## src/rtl/rxmon_pkg.sv

```systemverilog
package rxmon_pkg;
  localparam int CG_W      = 5;
  localparam int STAT_W    = 16;
  localparam logic [CG_W-1:0] CG_HALT = 5'b00100;
  localparam logic [CG_W-1:0] CG_IDLE = 5'b11111;
  localparam int POS_HALT  = 6;
  localparam int POS_PEND  = 5;
  localparam int POS_ANOK  = 4;
  localparam int POS_SIG   = 3;
  localparam int NFLAG     = 2;
  typedef enum int {FLAG_HALT = 0, FLAG_PEND = 1} flag_e;
endpackage

```

## src/rtl/rxmon_detect.sv

```systemverilog
module rxmon_detect
  import rxmon_pkg::*;
#(
  parameter int W = CG_W,
  parameter logic [W-1:0] HALT_C = CG_HALT,
  parameter logic [W-1:0] IDLE_C = CG_IDLE
)(
  input  logic         clk,
  input  logic         rst,
  input  logic         cg_valid,
  input  logic [W-1:0] cg_code,
  input  logic         rx_in_pkt,
  input  logic         speed_100,
  output logic         hit_halt,
  output logic         hit_pend
);
  logic armed;
  logic code_idle;
  logic prev_idle_q;

  always_comb begin
    armed     = speed_100 & rx_in_pkt;
    code_idle = (cg_code == IDLE_C);
    hit_halt  = cg_valid & armed & (cg_code == HALT_C);
    hit_pend  = cg_valid & armed & code_idle & prev_idle_q;
  end

  // Tracks whether the last valid code group in this frame was Idle.
  always_ff @(posedge clk) begin
    if (rst || !armed)
      prev_idle_q <= 1'b0;
    else if (cg_valid)
      prev_idle_q <= code_idle;
  end
endmodule

```

## src/rtl/rxmon_latch.sv

```systemverilog
module rxmon_latch #(
  parameter int N = 2
)(
  input  logic         clk,
  input  logic         rst,
  input  logic         drop_all,
  input  logic         rd,
  input  logic [N-1:0] set,
  output logic [N-1:0] q
);
  for (genvar i = 0; i < N; i++) begin : g_flag
    always_ff @(posedge clk) begin
      if (rst || drop_all)
        q[i] <= 1'b0;
      else if (set[i])
        q[i] <= 1'b1;
      else if (rd)
        q[i] <= 1'b0;
    end
  end
endmodule

```

## src/rtl/rxmon_pack.sv

```systemverilog
module rxmon_pack
  import rxmon_pkg::*;
#(
  parameter int SW = STAT_W
)(
  input  logic [NFLAG-1:0] flags,
  input  logic             an_ok,
  input  logic             sig,
  output logic [SW-1:0]    word
);
  always_comb begin
    word           = '0;
    word[POS_HALT] = flags[FLAG_HALT];
    word[POS_PEND] = flags[FLAG_PEND];
    word[POS_ANOK] = an_ok;
    word[POS_SIG]  = sig;
  end
endmodule

```

## src/rtl/rx_symbol_monitor.sv

```systemverilog
module rx_symbol_monitor
  import rxmon_pkg::*;
#(
  parameter int CGW = CG_W,
  parameter int SW  = STAT_W
)(
  input  logic           clk,
  input  logic           rst,
  input  logic           cg_valid,
  input  logic [CGW-1:0] cg_code,
  input  logic           rx_in_pkt,
  input  logic           speed_100,
  input  logic           an_enable,
  input  logic           an_done,
  input  logic           sig_present,
  input  logic           stat_rd,
  output logic [SW-1:0]  stat_word
);
  logic             hit_halt;
  logic             hit_pend;
  logic [NFLAG-1:0] set_vec;
  logic [NFLAG-1:0] flag_q;

  rxmon_detect #(.W(CGW)) u_det (
    .clk(clk), .rst(rst), .cg_valid(cg_valid), .cg_code(cg_code),
    .rx_in_pkt(rx_in_pkt), .speed_100(speed_100),
    .hit_halt(hit_halt), .hit_pend(hit_pend)
  );

  always_comb begin
    set_vec            = '0;
    set_vec[FLAG_HALT] = hit_halt;
    set_vec[FLAG_PEND] = hit_pend;
  end

  rxmon_latch #(.N(NFLAG)) u_lat (
    .clk(clk), .rst(rst), .drop_all(!speed_100), .rd(stat_rd),
    .set(set_vec), .q(flag_q)
  );

  rxmon_pack #(.SW(SW)) u_pack (
    .flags(flag_q), .an_ok(an_enable & an_done), .sig(sig_present),
    .word(stat_word)
  );
endmodule

```

## config.mk

```make
export PLATFORM = sky130hd
export DESIGN_NAME = rx_symbol_monitor
export DESIGN_NICKNAME = d
export VERILOG_FILES = /design/src/rtl/rxmon_pkg.sv /design/src/rtl/rxmon_detect.sv /design/src/rtl/rxmon_latch.sv /design/src/rtl/rxmon_pack.sv /design/src/rtl/rx_symbol_monitor.sv
export SDC_FILE = /design/constraint.sdc
export NUM_CORES = 1
export LEC_CHECK = 0
export BUFFER_PORTS_ARGS = -buffer_cell sky130_fd_sc_hd__buf_2
export CAP_MARGIN = 20
export CORE_AREA = 2 2 39 41
export DETAILED_ROUTE_END_ITERATION = 10
export DIE_AREA = 0 0 41 43
export PLACE_DENSITY = 0.55
export SLEW_MARGIN = 20
export SYNTH_ARGS = -nofsm -noshare
export SYNTH_HDL_FRONTEND = slang
export SYNTH_SLANG_ARGS = --single-unit
export TNS_END_PERCENT = 50
```

## constraint.sdc

```tcl
create_clock -name clk -period 0.8 [get_ports clk]
set_input_delay 0.12 -clock clk [delete_from_list [all_inputs] [get_ports clk]]
set_output_delay 0.12 -clock clk [all_outputs]
set_load 0.01 [all_outputs]
```

# == After elaboration in Yosys (flattened, before gate mapping) ==
# Cells that the tools add are included.
# W data, S select, Z words.
# totals
register_bits,3
wordCells,20
inputBits,14
# op_classes
reduce_logical,6
n_mux,3
eq_ne,2
bitwise,6
# op_table
op,n
$and A1 B1 Y1,6
$eq A5 B3 Y1 const B,1
$eq A5 B5 Y1 const B,1
$reduce_bool A2 Y1,2
$mux W1,3
$logic_not A1 Y1,2
$logic_or A1 B1 Y1,2

# == Logic depth before layout (Yosys ltp) ==
# Gate-level depths: netlist of run 1.
# depth
ltp_word,5
mapped_depth,3
ltp_nobuf,3

# == Hierarchy ==
# Synthesis of run 1 repeated with hierarchy kept, for this count alone.
# hier_totals
hier_cells,39
hier_area_um2,286.5
# modules_own_cells
module,seq_area_each_um2,area_per_inst_um2,n_inst,cells_each
rxmon_pack,0.0,123.9,1,17
rxmon_detect,20.0,76.3,1,11
rxmon_latch,40.0,76.3,1,9
rx_symbol_monitor,0.0,10.0,1,2

# == Least setup slack after synthesis of run 1 ==
# No wires, ideal clock.
# synth_path
path_type,flip-flop to flip-flop
start,register u_det.prev_idle_q (netlist name)
end,register u_det.prev_idle_q
slack_ps,148
path_stages_with_launch,4
setup_ps,114
synth_period_minus_slack_ps,652
arrival_time_ps,538
cell_sequence,dfxtp_1 inv_1 o22ai_1 and2b_1
# synth_rtl
item,line_no,text
to (signal assigned),rxmon_detect.sv:33,prev_idle_q <= code_idle;
to (decl),rxmon_detect.sv:19,logic prev_idle_q;

# == Final worst setup path of run 1 ==
# layout_path
start,register u_lat.q[0]
end,output port stat_word[6]
# layout_rtl
item,line_no,text
from (decl),rxmon_latch.sv:9,output logic [N-1:0] q
"from (signal, indexed assignment)",rxmon_latch.sv:14,q[i] <= 1'b0;
"from (signal, indexed assignment)",rxmon_latch.sv:16,q[i] <= 1'b1;
"from (signal, indexed assignment)",rxmon_latch.sv:18,q[i] <= 1'b0;
to (decl),rx_symbol_monitor.sv:17,output logic [SW-1:0] stat_word
# No word-level cell between the ends.

==> results of run 1 <==
[stage by stage]
step           worst slack [ps]  cells  power [mW]  area, um^2  utilization [%]
2_1_floorplan               148     42       0.242         292                -
3_3_place_gp              -10.8     59       0.225         282             20.3
3_5_place_dp              -5.62     59       0.226         282             20.3
4_1_cts                   0.281     63       0.496         310             22.4
5_1_grt                   -3.57     63       0.530         323             23.3
6_report                   25.0     63       0.490         323             23.3
[repair_timing]
action,4_1_cts,5_1_grt
pin swaps,0,0
endpoints found under the setup margin,2,2
hold buffers,0,0
cloned,0,0
resized for setup,2,2
[synthesized netlist by cell type]
cell / count / share of area (%)
buf_4: 14 / 42
dfxtp_1: 3 / 24
conb_1: 1 / 1.5
and2b_1: 1 / 3.0
a22o_1: 1 / 3.5
nor3b_1: 1 / 3.0
o22ai_1: 1 / 2.5
nand4_1: 1 / 2.5
nand3b_1: 1 / 3.0
inv_1: 1 / 1.5
and2_1: 1 / 2.5
nor2_1: 2 / 3.0
a22o_2: 1 / 4.0
nor4_1: 1 / 2.5
nand2_1: 1 / 1.5
[flip-flops by register name, indices dropped and copies added (netlist names)]
register / count
u_det.prev_idle_q: 1
u_lat.q: 2
[worst max path at each step]
stage,start,endpoint,slack [ps],cells after the start
final,u_lat.q[0]$_SDFFE_PP0P_,stat_word[6],30,1
after global routing,u_lat.q[1]$_SDFFE_PP0P_,stat_word[5],-4,1
after CTS,u_lat.q[1]$_SDFFE_PP0P_,stat_word[5],0.3,1
after detailed placement,cg_code[4],u_lat.q[0]$_SDFFE_PP0P_,-6,3
after global placement,cg_code[4],u_lat.q[0]$_SDFFE_PP0P_,-10,3
after floorplan,u_det.prev_idle_q$_SDFFE_PP0P_,u_det.prev_idle_q$_SDFFE_PP0P_,150,3
[worst reg2reg max path: stages (launching register included)]
cell	delay, ps
dfxtp_1	290
inv_1	60
nor2_1	50
a22o_1	170
[placed cells by master (no fill, tap or decap), drive strengths merged]
cell    netlist  routed
inv           1       1
nand2         1       1
dfxtp         3       3
clkbuf        0       4
o22ai         1       1
buf          14      15
nor4          1       1
and2b         1       1
conb          1      12
nor2          2       2
a22o          2       2
nor3b         1       1
nand3b        1       1
and2          1       1
nand4         1       1
[routing by layer]
layer  track usage (%)  vias up  share of wire, %
li1                  -      109                 -
met2              8.44       17                43
met4              2.00        0                 0
met1              6.41       88                40
met5                 0        -                 0
met3              4.71        0                17
[power by group]
group / internal, mW / switching [mW]
combinational: 0.0291 / 0.0440
sequential: 0.151 / 0.000108
clock: 0.187 / 0.0793
[layout make-up]
cell class / count / share of cell area (%)
tap: 16 / 6.20
multi-input combinational: 24 / 38.0
inverter: 1 / 1.16
timing repair buffer: 15 / 27.1
clock buffer: 4 / 8.14
sequential: 3 / 19.4
[cells by family (layout without fill, tap and decap cells)]
family / count (synthesis) / count (layout)
other: 1 / 12
AND/OR/NAND/NOR: 9 / 9
buffers and inverters: 15 / 20
flip-flops: 3 / 3
AO/OA/AOI/OAI: 3 / 3
==> metrics.md, run 1 <==
| Metric | Value |
|---|---|
| Fmax | 1290 MHz |
| WP buf/inv | 1 |
| Wirelength, routed | between 400 and 500 um |
| CTS tree | yes |
| # rows | 14 |
| P_leak | between 0.15 and 0.2 nW |
| Worst Setup Path Type | reg2out |
| Num CTS Buffers | 3 |
| CP startpoint kind | flop |
| XOR/XNOR Fraction of Synth Area | 0% |
| CTS root buffer | clkbuf_4 |
| Initial core utilization | 18.1% |
| Gr ovfl total | 0 |
| Outcome | finished, final reports clean |
| Clk pin slew, worst setup/hold paths | 40 ps |
| Hold slack | 226 ps |
| Layout net count | 62 |
| Main combinational cell family by area after synthesis | buffers and inverters |
| WL per Instance | slightly above 7 um |
| Synth Instances | 31 |
| Critical Path, Cell by Cell | buf_6 |
| Power density cells | about 1500 nW/um^2 |
| Number of max-cap violations | 0 |
| Seq. cell area | between 60 and 70 um^2 |
| DR DRC count | 0 |
| Share of cells above drive strength 1 | between 40 and 50% |
| Top cell family by delay on the critical path | flip-flops |
| Vias per cell | 3.40 |
| Initial antenna violation count | 0 |
| Post-Syn Area | between 200 and 300 um^2 |
| Die Span X | a little over 40 um |
| I/O pin total | 30 |
| Unrepaired setup endpoints after global routing | yes |
| Clock buffer depth | 2 |
| Post-synthesis mux area share | 0% |
| Core area | between 1000 and 1500 um^2 |
| Syn_area_per_cell | around 8.1 um^2 |
| Clk sinks | 3 |
| Worst min-delay path class | in2reg |
| Slowest stage cell on the critical path | dfxtp_2 |
| Die area | around 1800 um^2 |
| Vias in the first global route | around 190 |
| Crit Reg-Reg Endpoint | u_lat.q[1]$_SDFFE_PP0P_ |
| Critical Path Fanout Max | 2 |
| DR vias | 214 |
| Hold EP | u_det.prev_idle_q$_SDFFE_PP0P_ |
| Worst EP arrival | 650 ps |
| Crit end category | output pin |
| Routability congestion estimate from global placement | between 0.6 and 0.7 |
| # setup viols final | 0 |
| Multi-input gate area | between 100 and 150 um^2 |
| Fillcell total | about 160 |
| Die height | roughly 43 um |
| Max-slew violations | 0 |
| Tmin final | just under 800 ps |
| Antenna fix cells | 0 |
| Worst r2r src | u_det.prev_idle_q$_SDFFE_PP0P_ |
| Hold Vio Cnt, Final | 0 |
| Seq cells post-synth | 3 |
| Yosys warns | 0 |
| GRT Overall Usage | roughly 5.9% |
| Crit share post-route | approximately 97% |
| Number of distinct library cells after synthesis | 15 |
| Area grow syn2layout | 29.0% |
| Post-DRT Antenna Nets | 0 |
| Postcts setup bufs | 0 |
| Synth Area in Adders | 0% |
| Required time of the critical path | 680 ps |
| Sequential fraction of the synthesis area | 24.0% |
| Skew final | between 3 and 4 ps |
| I/O Buffers | 15 |
| Post-Synth Simple-Gate Area | 21.0% |
| First-pass GRT wire length | between 600 and 700 um |
| H-Tree Depth | 1 |
| Largest net degree at the start of global routing | 3 |
| Peak supply drop | ~0.70 mV |
| Post-synthesis compound-gate area fraction | about a tenth |
| DP HPWL | approximately 400 um |
| Crit path largest cell delay | 310 ps |
| Hold path cells | 3 |
| R2r setup slk | 110 ps |
| Pre-antenna DRT Iters | 4 |
| Fin Setup TNS | 0 ps |
| Hold_sp | cg_valid |
| Cell count of the worst reg-to-reg path | 3 |
| Initial DRC count | 3 |
| Clock latency at the later pin of the worst-skew pair | about 230 ps |
(Power assumes the default switching activity.)
==> run 2, diff against run 1 <==
BUFFER_PORTS_ARGS = not set   (was -buffer_cell sky130_fd_sc_hd__buf_2)
DONT_BUFFER_PORTS = 1   (was not set)
PLACE_DENSITY = 0.35   (was 0.55)
==> run 2 against run 1 <==
Effect of this change: clock-buffer cell count is the same; global-route usage shrank 0.51 points; worst setup slack lost 3.2 ps; die area is the same; maximum frequency shrank 0.41%; clock power is essentially flat; core utilization shrank 5.1 points; register-to-register slack lost 70 ps; clock skew grew 0.51 ps; largest power group unchanged.
==> metrics.md, run 2 (same netlist as run 1, synthesis figures left out) <==
| Metric | Value |
|---|---|
| Outcome | finished, final reports clean (unchanged) |
| Post-route cell area | 253 um^2 (was 323 um^2) |
| Core area | 1380 um^2 (unchanged) |
| # rows | 14 (unchanged) |
| Clk sinks | 3 (unchanged) |
| GRT Overall Usage | 5.41% (was 5.92%) |
| Initial DRC count | 0 (was 3) |
| Critical Path Fanout Max | 2 (unchanged) |
| Max-slew violations | 0 (unchanged) |
| DR DRC count | 0 (unchanged) |
| Die Span X | 41 um (unchanged) |
| Share of cells above drive strength 1 | 20.6% (was 44.7%) |
| Area grow syn2layout | 1.00% (was 29.0%) |
| Number of max-cap violations | 0 (unchanged) |
| Most frequent cells in the layout | conb_1 (12), clkbuf_4 (3), nor2_1 (2), dfxtp_1 (2) (was buf_2 (13), conb_1 (12), clkbuf_4 (3)) |
| Biggest regs | u_lat.q: 2 flops, u_det.prev_idle_q: 1 flops (unchanged) |
| Crit end category | output pin (unchanged) |
| Power density cells | 1800 nW/um^2 (was 1520 nW/um^2) |
| Top cell family by delay on the critical path | flip-flops (unchanged) |
| Clock buffer depth | 2 (unchanged) |
| Routability congestion estimate from global placement | 0.604 (was 0.619) |
| Tmin final | 778 ps (was 775 ps) |
| Dpl ws | 21.5 ps (was -5.62 ps) |
| DP Area | 214 um^2 (was 282 um^2) |
| Pre-antenna DRT Iters | 1 (was 4) |
| Skew final | 4.08 ps (was 3.57 ps) |
| Num CTS Buffers | 3 (unchanged) |
| CTS Hold Bufs | 0 (unchanged) |
| Wirelength, routed | 398 um (was 456 um) |
| I/O Buffers | 0 (was 15) |
| Max reg flops | 2 (unchanged) |
| First-pass GRT wire length | 558 um (was 669 um) |
| Fmax | 1290 MHz (about the same) |
| Antenna fix cells | 0 (unchanged) |
| Fin Setup TNS | 0 ps (unchanged) |
| Reg with most FFs | u_lat.q (unchanged) |
| Die height | 43 um (unchanged) |
| Crit path largest cell delay | 310 ps (about the same) |
| DR vias | 180 (was 214) |
| # setup viols final | 0 (unchanged) |
| Layout net count | 49 (was 62) |
| Critical Path, Cell by Cell | buf_6 (unchanged) |
| WP buf/inv | 1 (unchanged) |
| Multi-input gate area | 123 um^2 (unchanged) |
| Post-DRT Antenna Nets | 0 (unchanged) |
| Gr ovfl total | 0 (unchanged) |
| H-Tree Depth | 1 (unchanged) |
| Fin cells | 50 (was 63) |
| Hold Vio Cnt, Final | 0 (unchanged) |
| Slowest stage cell on the critical path | dfxtp_2 (unchanged) |
| Worst min-delay path class | in2reg (unchanged) |
| CTS root buffer | clkbuf_4 (unchanged) |
| Power Total | 0.455 mW (was 0.490 mW) |
| Most common cell after layout, fill and taps aside | conb_1 (was buf_2) |
| Required time of the critical path | 680 ps (about the same) |
| Largest net degree at the start of global routing | 3 (unchanged) |
| Crit share post-route | 97.3% (was 96.9%) |
| I/O pin total | 30 (unchanged) |
| Vias per cell | 3.60 (was 3.40) |
| CP startpoint kind | flop (unchanged) |
| Worst EP arrival | 660 ps (was 650 ps) |
| Initial antenna violation count | 0 (unchanged) |
| Hold slack | 136 ps (was 226 ps) |
| WL per Instance | 7.96 um (was 7.24 um) |
| Placed insts | 45 (was 59) |
| Worst Setup Path Type | reg2out (unchanged) |
| Unrepaired setup endpoints after global routing | yes (unchanged) |
| CTS tree | yes (unchanged) |
| Initial core utilization | 18.1% (unchanged) |
| Seq. cell area | 61.3 um^2 (was 62.6 um^2) |
| Die area | 1760 um^2 (unchanged) |
| Clock latency at the later pin of the worst-skew pair | 230 ps (about the same) |
| P_leak | 0.115 nW (was 0.168 nW) |
| Fillcell total | 161 (was 162) |
| Peak supply drop | 0.499 mV (was 0.696 mV) |
| Vias in the first global route | 159 (was 187) |
| Clk pin slew, worst setup/hold paths | 40 ps (about the same) |
| Final Util | 18.3% (was 23.3%) |
| Final setup margin | 21.8 ps (was 25.0 ps) |
## run 2: power by group
part / switching (mW) / internal (mW) / leakage [nW]
sequential: 0.0000982 / 0.151 / 0.0247
combinational: 0.0325 / 0.00751 / 0.0754
clock: 0.0770 / 0.187 / 0.0150
## run 2: cell type report
class / instances / share of cell area, %
clock buffer: 4 / 10.4
inverter: 1 / 1.49
multi-input combinational: 24 / 48.5
sequential: 3 / 24.3
tap: 16 / 7.92
timing repair buffer: 2 / 7.43
## run 2: what timing repair did
item	4_1_cts	5_1_grt
endpoints found under the setup margin	1	1
resized for setup	2	0
setup buffers	1	0
endpoints found under the hold margin	0	0
## run 2: worst paths after layout
check	startpoint	endpoint	slack, ps	cells after the start
max	u_lat.q[0]$_SDFFE_PP0P_	stat_word[6]	20	1
min	cg_valid	u_det.prev_idle_q$_SDFFE_PP0P_	140	2
min reg2reg	u_lat.q[0]$_SDFFE_PP0P_	u_lat.q[0]$_SDFFE_PP0P_	570	2
max reg2reg	u_lat.q[0]$_SDFFE_PP0P_	u_lat.q[0]$_SDFFE_PP0P_	40	2
## run 2: metal layers
metal  vias to the layer above  share of wire [%]  global-route usage [%]
met5                         -                  0                       0
met4                         0                  0                    6.00
met3                         0                 15                    3.14
met2                        15                 48                    7.19
met1                        81                 37                    5.11
li1                         84                  -                       -
==> run 3, diff against run 2 <==
CORE_AREA = 4 4 41 43   (was 2 2 39 41)
DIE_AREA = 0 0 45 47   (was 0 0 41 43)
==> run 3 against run 2 <==
Effect of this change: critical path depth is 1 lower; clock power is 3% lower; critical path type unchanged; clock-buffer cell count stayed put; worst setup slack better by 51 ps; via count is 12% lower; maximum frequency is 7.0% higher; largest cell class unchanged; final area is 8.4% lower; combinational power is 3% higher; core utilization is 0.48 points lower; clock skew is 4.0 ps lower; critical endpoint unchanged.
==> metrics.md, run 3 (same netlist as run 1, synthesis figures left out) <==
| Metric | Value |
|---|---|
| Hold slack | 136 ps (about the same) |
| Clock latency at the later pin of the worst-skew pair | 230 ps (about the same) |
| Power Total | 0.449 mW (was 0.455 mW) |
| Hold_sp | cg_valid (unchanged) |
| DR vias | 159 (was 180) |
| Die Span X | 45 um (was 41 um) |
| Reg with most FFs | u_lat.q (unchanged) |
| GRT Overall Usage | 4.03% (was 5.41%) |
| Num CTS Buffers | 3 (unchanged) |
| I/O Buffers | 0 (unchanged) |
| WL per Instance | 9.81 um (was 7.96 um) |
| Reg power frac | 33.6% (was 33.2%) |
| Final setup margin | 72.5 ps (was 21.8 ps) |
| Clk pin slew, worst setup/hold paths | 30 ps (was 40 ps) |
| I/O pin total | 30 (unchanged) |
| Crit Reg-Reg Endpoint | u_det.prev_idle_q$_SDFFE_PP0P_ (was u_lat.q[0]$_SDFFE_PP0P_) |
| Clock power share | 57.2% (was 58.0%) |
| P_int | 0.344 mW (was 0.345 mW) |
| R2r setup slk | 120 ps (was 40 ps) |
| Max reg flops | 2 (unchanged) |
| Post-DRT Antenna Nets | 0 (unchanged) |
| DP Area | 205 um^2 (was 214 um^2) |
| Initial core utilization | 19.2% (was 18.1%) |
| Worst Setup Path Type | reg2out (unchanged) |
| Core area | 1300 um^2 (was 1380 um^2) |
| CTS Hold Bufs | 0 (unchanged) |
| Initial DRC count | 0 (unchanged) |
| Cell depth of the worst setup path | 0 (was 1) |
| CP startpoint kind | flop (unchanged) |
| Unrepaired setup endpoints after global routing | no (was yes) |
| Most common cell after layout, fill and taps aside | conb_1 (unchanged) |
| DR DRC count | 0 (unchanged) |
| Tmin final | 728 ps (was 778 ps) |
| First-pass GRT wire length | 579 um (was 558 um) |
| Vias per cell | 3.38 (was 3.60) |
| Layout net count | 47 (was 49) |
| Fin cells | 47 (was 50) |
| Psw | 0.104 mW (was 0.110 mW) |
| Peak supply drop | 0.269 mV (was 0.499 mV) |
| Worst r2r src | u_det.prev_idle_q$_SDFFE_PP0P_ (was u_lat.q[0]$_SDFFE_PP0P_) |
| Die height | 47 um (was 43 um) |
| P_leak | 0.103 nW (was 0.115 nW) |
| Fmax | 1370 MHz (was 1290 MHz) |
| Required time of the critical path | 680 ps (about the same) |
| Routability congestion estimate from global placement | 0.683 (was 0.604) |
| Crit share post-route | 90.9% (was 97.3%) |
| Critical Path Fanout Max | 2 (unchanged) |
| Postcts setup bufs | 0 (was 1) |
| Number of max-cap violations | 0 (unchanged) |
| Post-route cell area | 231 um^2 (was 253 um^2) |
| Worst EP arrival | 610 ps (was 660 ps) |
| Largest net degree at the start of global routing | 3 (unchanged) |
| Hold EP | u_det.prev_idle_q$_SDFFE_PP0P_ (unchanged) |
| Logic pwr share | 9.2% (was 8.8%) |
| Clk sinks | 3 (unchanged) |
| Post-cts gate resize count | 0 (was 2) |
| Skew final | 0.108 ps (was 4.08 ps) |
| Initial antenna violation count | 0 (unchanged) |
| # rows | 13 (was 14) |
| DP HPWL | around 430 um |
| Outcome | finished, final reports clean (unchanged) |
| Die area | 2120 um^2 (was 1760 um^2) |
| CTS tree | yes (unchanged) |
| Pre-antenna DRT Iters | 1 (unchanged) |
| Share of cells above drive strength 1 | 12.5% (was 20.6%) |
| CTS root buffer | clkbuf_4 (unchanged) |
| Clock buffer depth | 2 (unchanged) |
| Vias in the first global route | 157 (was 159) |
| Gr ovfl total | 0 (unchanged) |
| Dpl ws | 113 ps (was 21.5 ps) |
| Final Util | 17.8% (was 18.3%) |
| # setup viols final | 0 (unchanged) |
| Area grow syn2layout | -7.50% (was 1.00%) |
| Biggest regs | u_lat.q: 2 flops, u_det.prev_idle_q: 1 flops (unchanged) |
| Cell count of the worst reg-to-reg path | 3 (was 2) |
| Fin Setup TNS | 0 ps (unchanged) |
| Antenna fix cells | 0 (unchanged) |
| Placed insts | 43 (was 45) |
| Crit end category | output pin (unchanged) |
| Wirelength, routed | 461 um (was 398 um) |
| Hold Vio Cnt, Final | 0 (unchanged) |
| Sw frac | 23.3% (was 24.1%) |
| Worst min-delay path class | in2reg (unchanged) |
| Power density cells | 1940 nW/um^2 (was 1800 nW/um^2) |
| H-Tree Depth | 1 (unchanged) |
| Max-slew violations | 0 (unchanged) |
| Hold path cells | 2 (unchanged) |
| Most frequent cells in the layout | conb_1 (12), clkbuf_4 (3), dfxtp_1 (3), nor2_1 (2) (was conb_1 (12), clkbuf_4 (3), nor2_1 (2), dfxtp_1 (2)) |
-- run 3: layer usage --
layer	global-route usage (%)	share of wire, %	vias up
met3	0	23	0
li1	-	-	79
met4	5.26	0	0
met5	0	0	-
met2	5.93	43	20
met1	4.76	33	60
-- run 3: cell type report --
class	instances	area, um^2
fill	155	1070
multi-input combinational	24	123
sequential	3	60.1
clock buffer	4	26.3
tap	15	18.8
inverter	1	3.75
-- run 3: worst max-delay path by stage --
stage / from / to / slack (ps)
after global routing: u_lat.q[0]$_SDFFE_PP0P_ / stat_word[6] / 50
after CTS: u_lat.q[0]$_SDFFE_PP0P_ / stat_word[6] / 50
after detailed placement: stat_rd / u_lat.q[1]$_SDFFE_PP0P_ / 110
after global placement: u_lat.q[0]$_SDFFE_PP0P_ / u_lat.q[0]$_SDFFE_PP0P_ / 120
final: u_lat.q[0]$_SDFFE_PP0P_ / stat_word[6] / 70
after floorplan: u_det.prev_idle_q$_SDFFE_PP0P_ / u_det.prev_idle_q$_SDFFE_PP0P_ / 150
-- run 3: power groups by stage --
stage               Sequential [mW]  Combinational, mW  Clock [mW]
finish                        0.151             0.0414       0.256
global placement              0.153             0.0391           0
CTS                           0.151             0.0397       0.272
global route                  0.151             0.0469       0.283
detailed placement            0.153             0.0396           0
floorplan                     0.153             0.0894           0
-- run 3: worst reg2reg max path, cell delays in order (launching register included) --
cell and delay (ps):
dfxtp_1 290, inv_1 60, o22ai_1 80, and2b_1 150
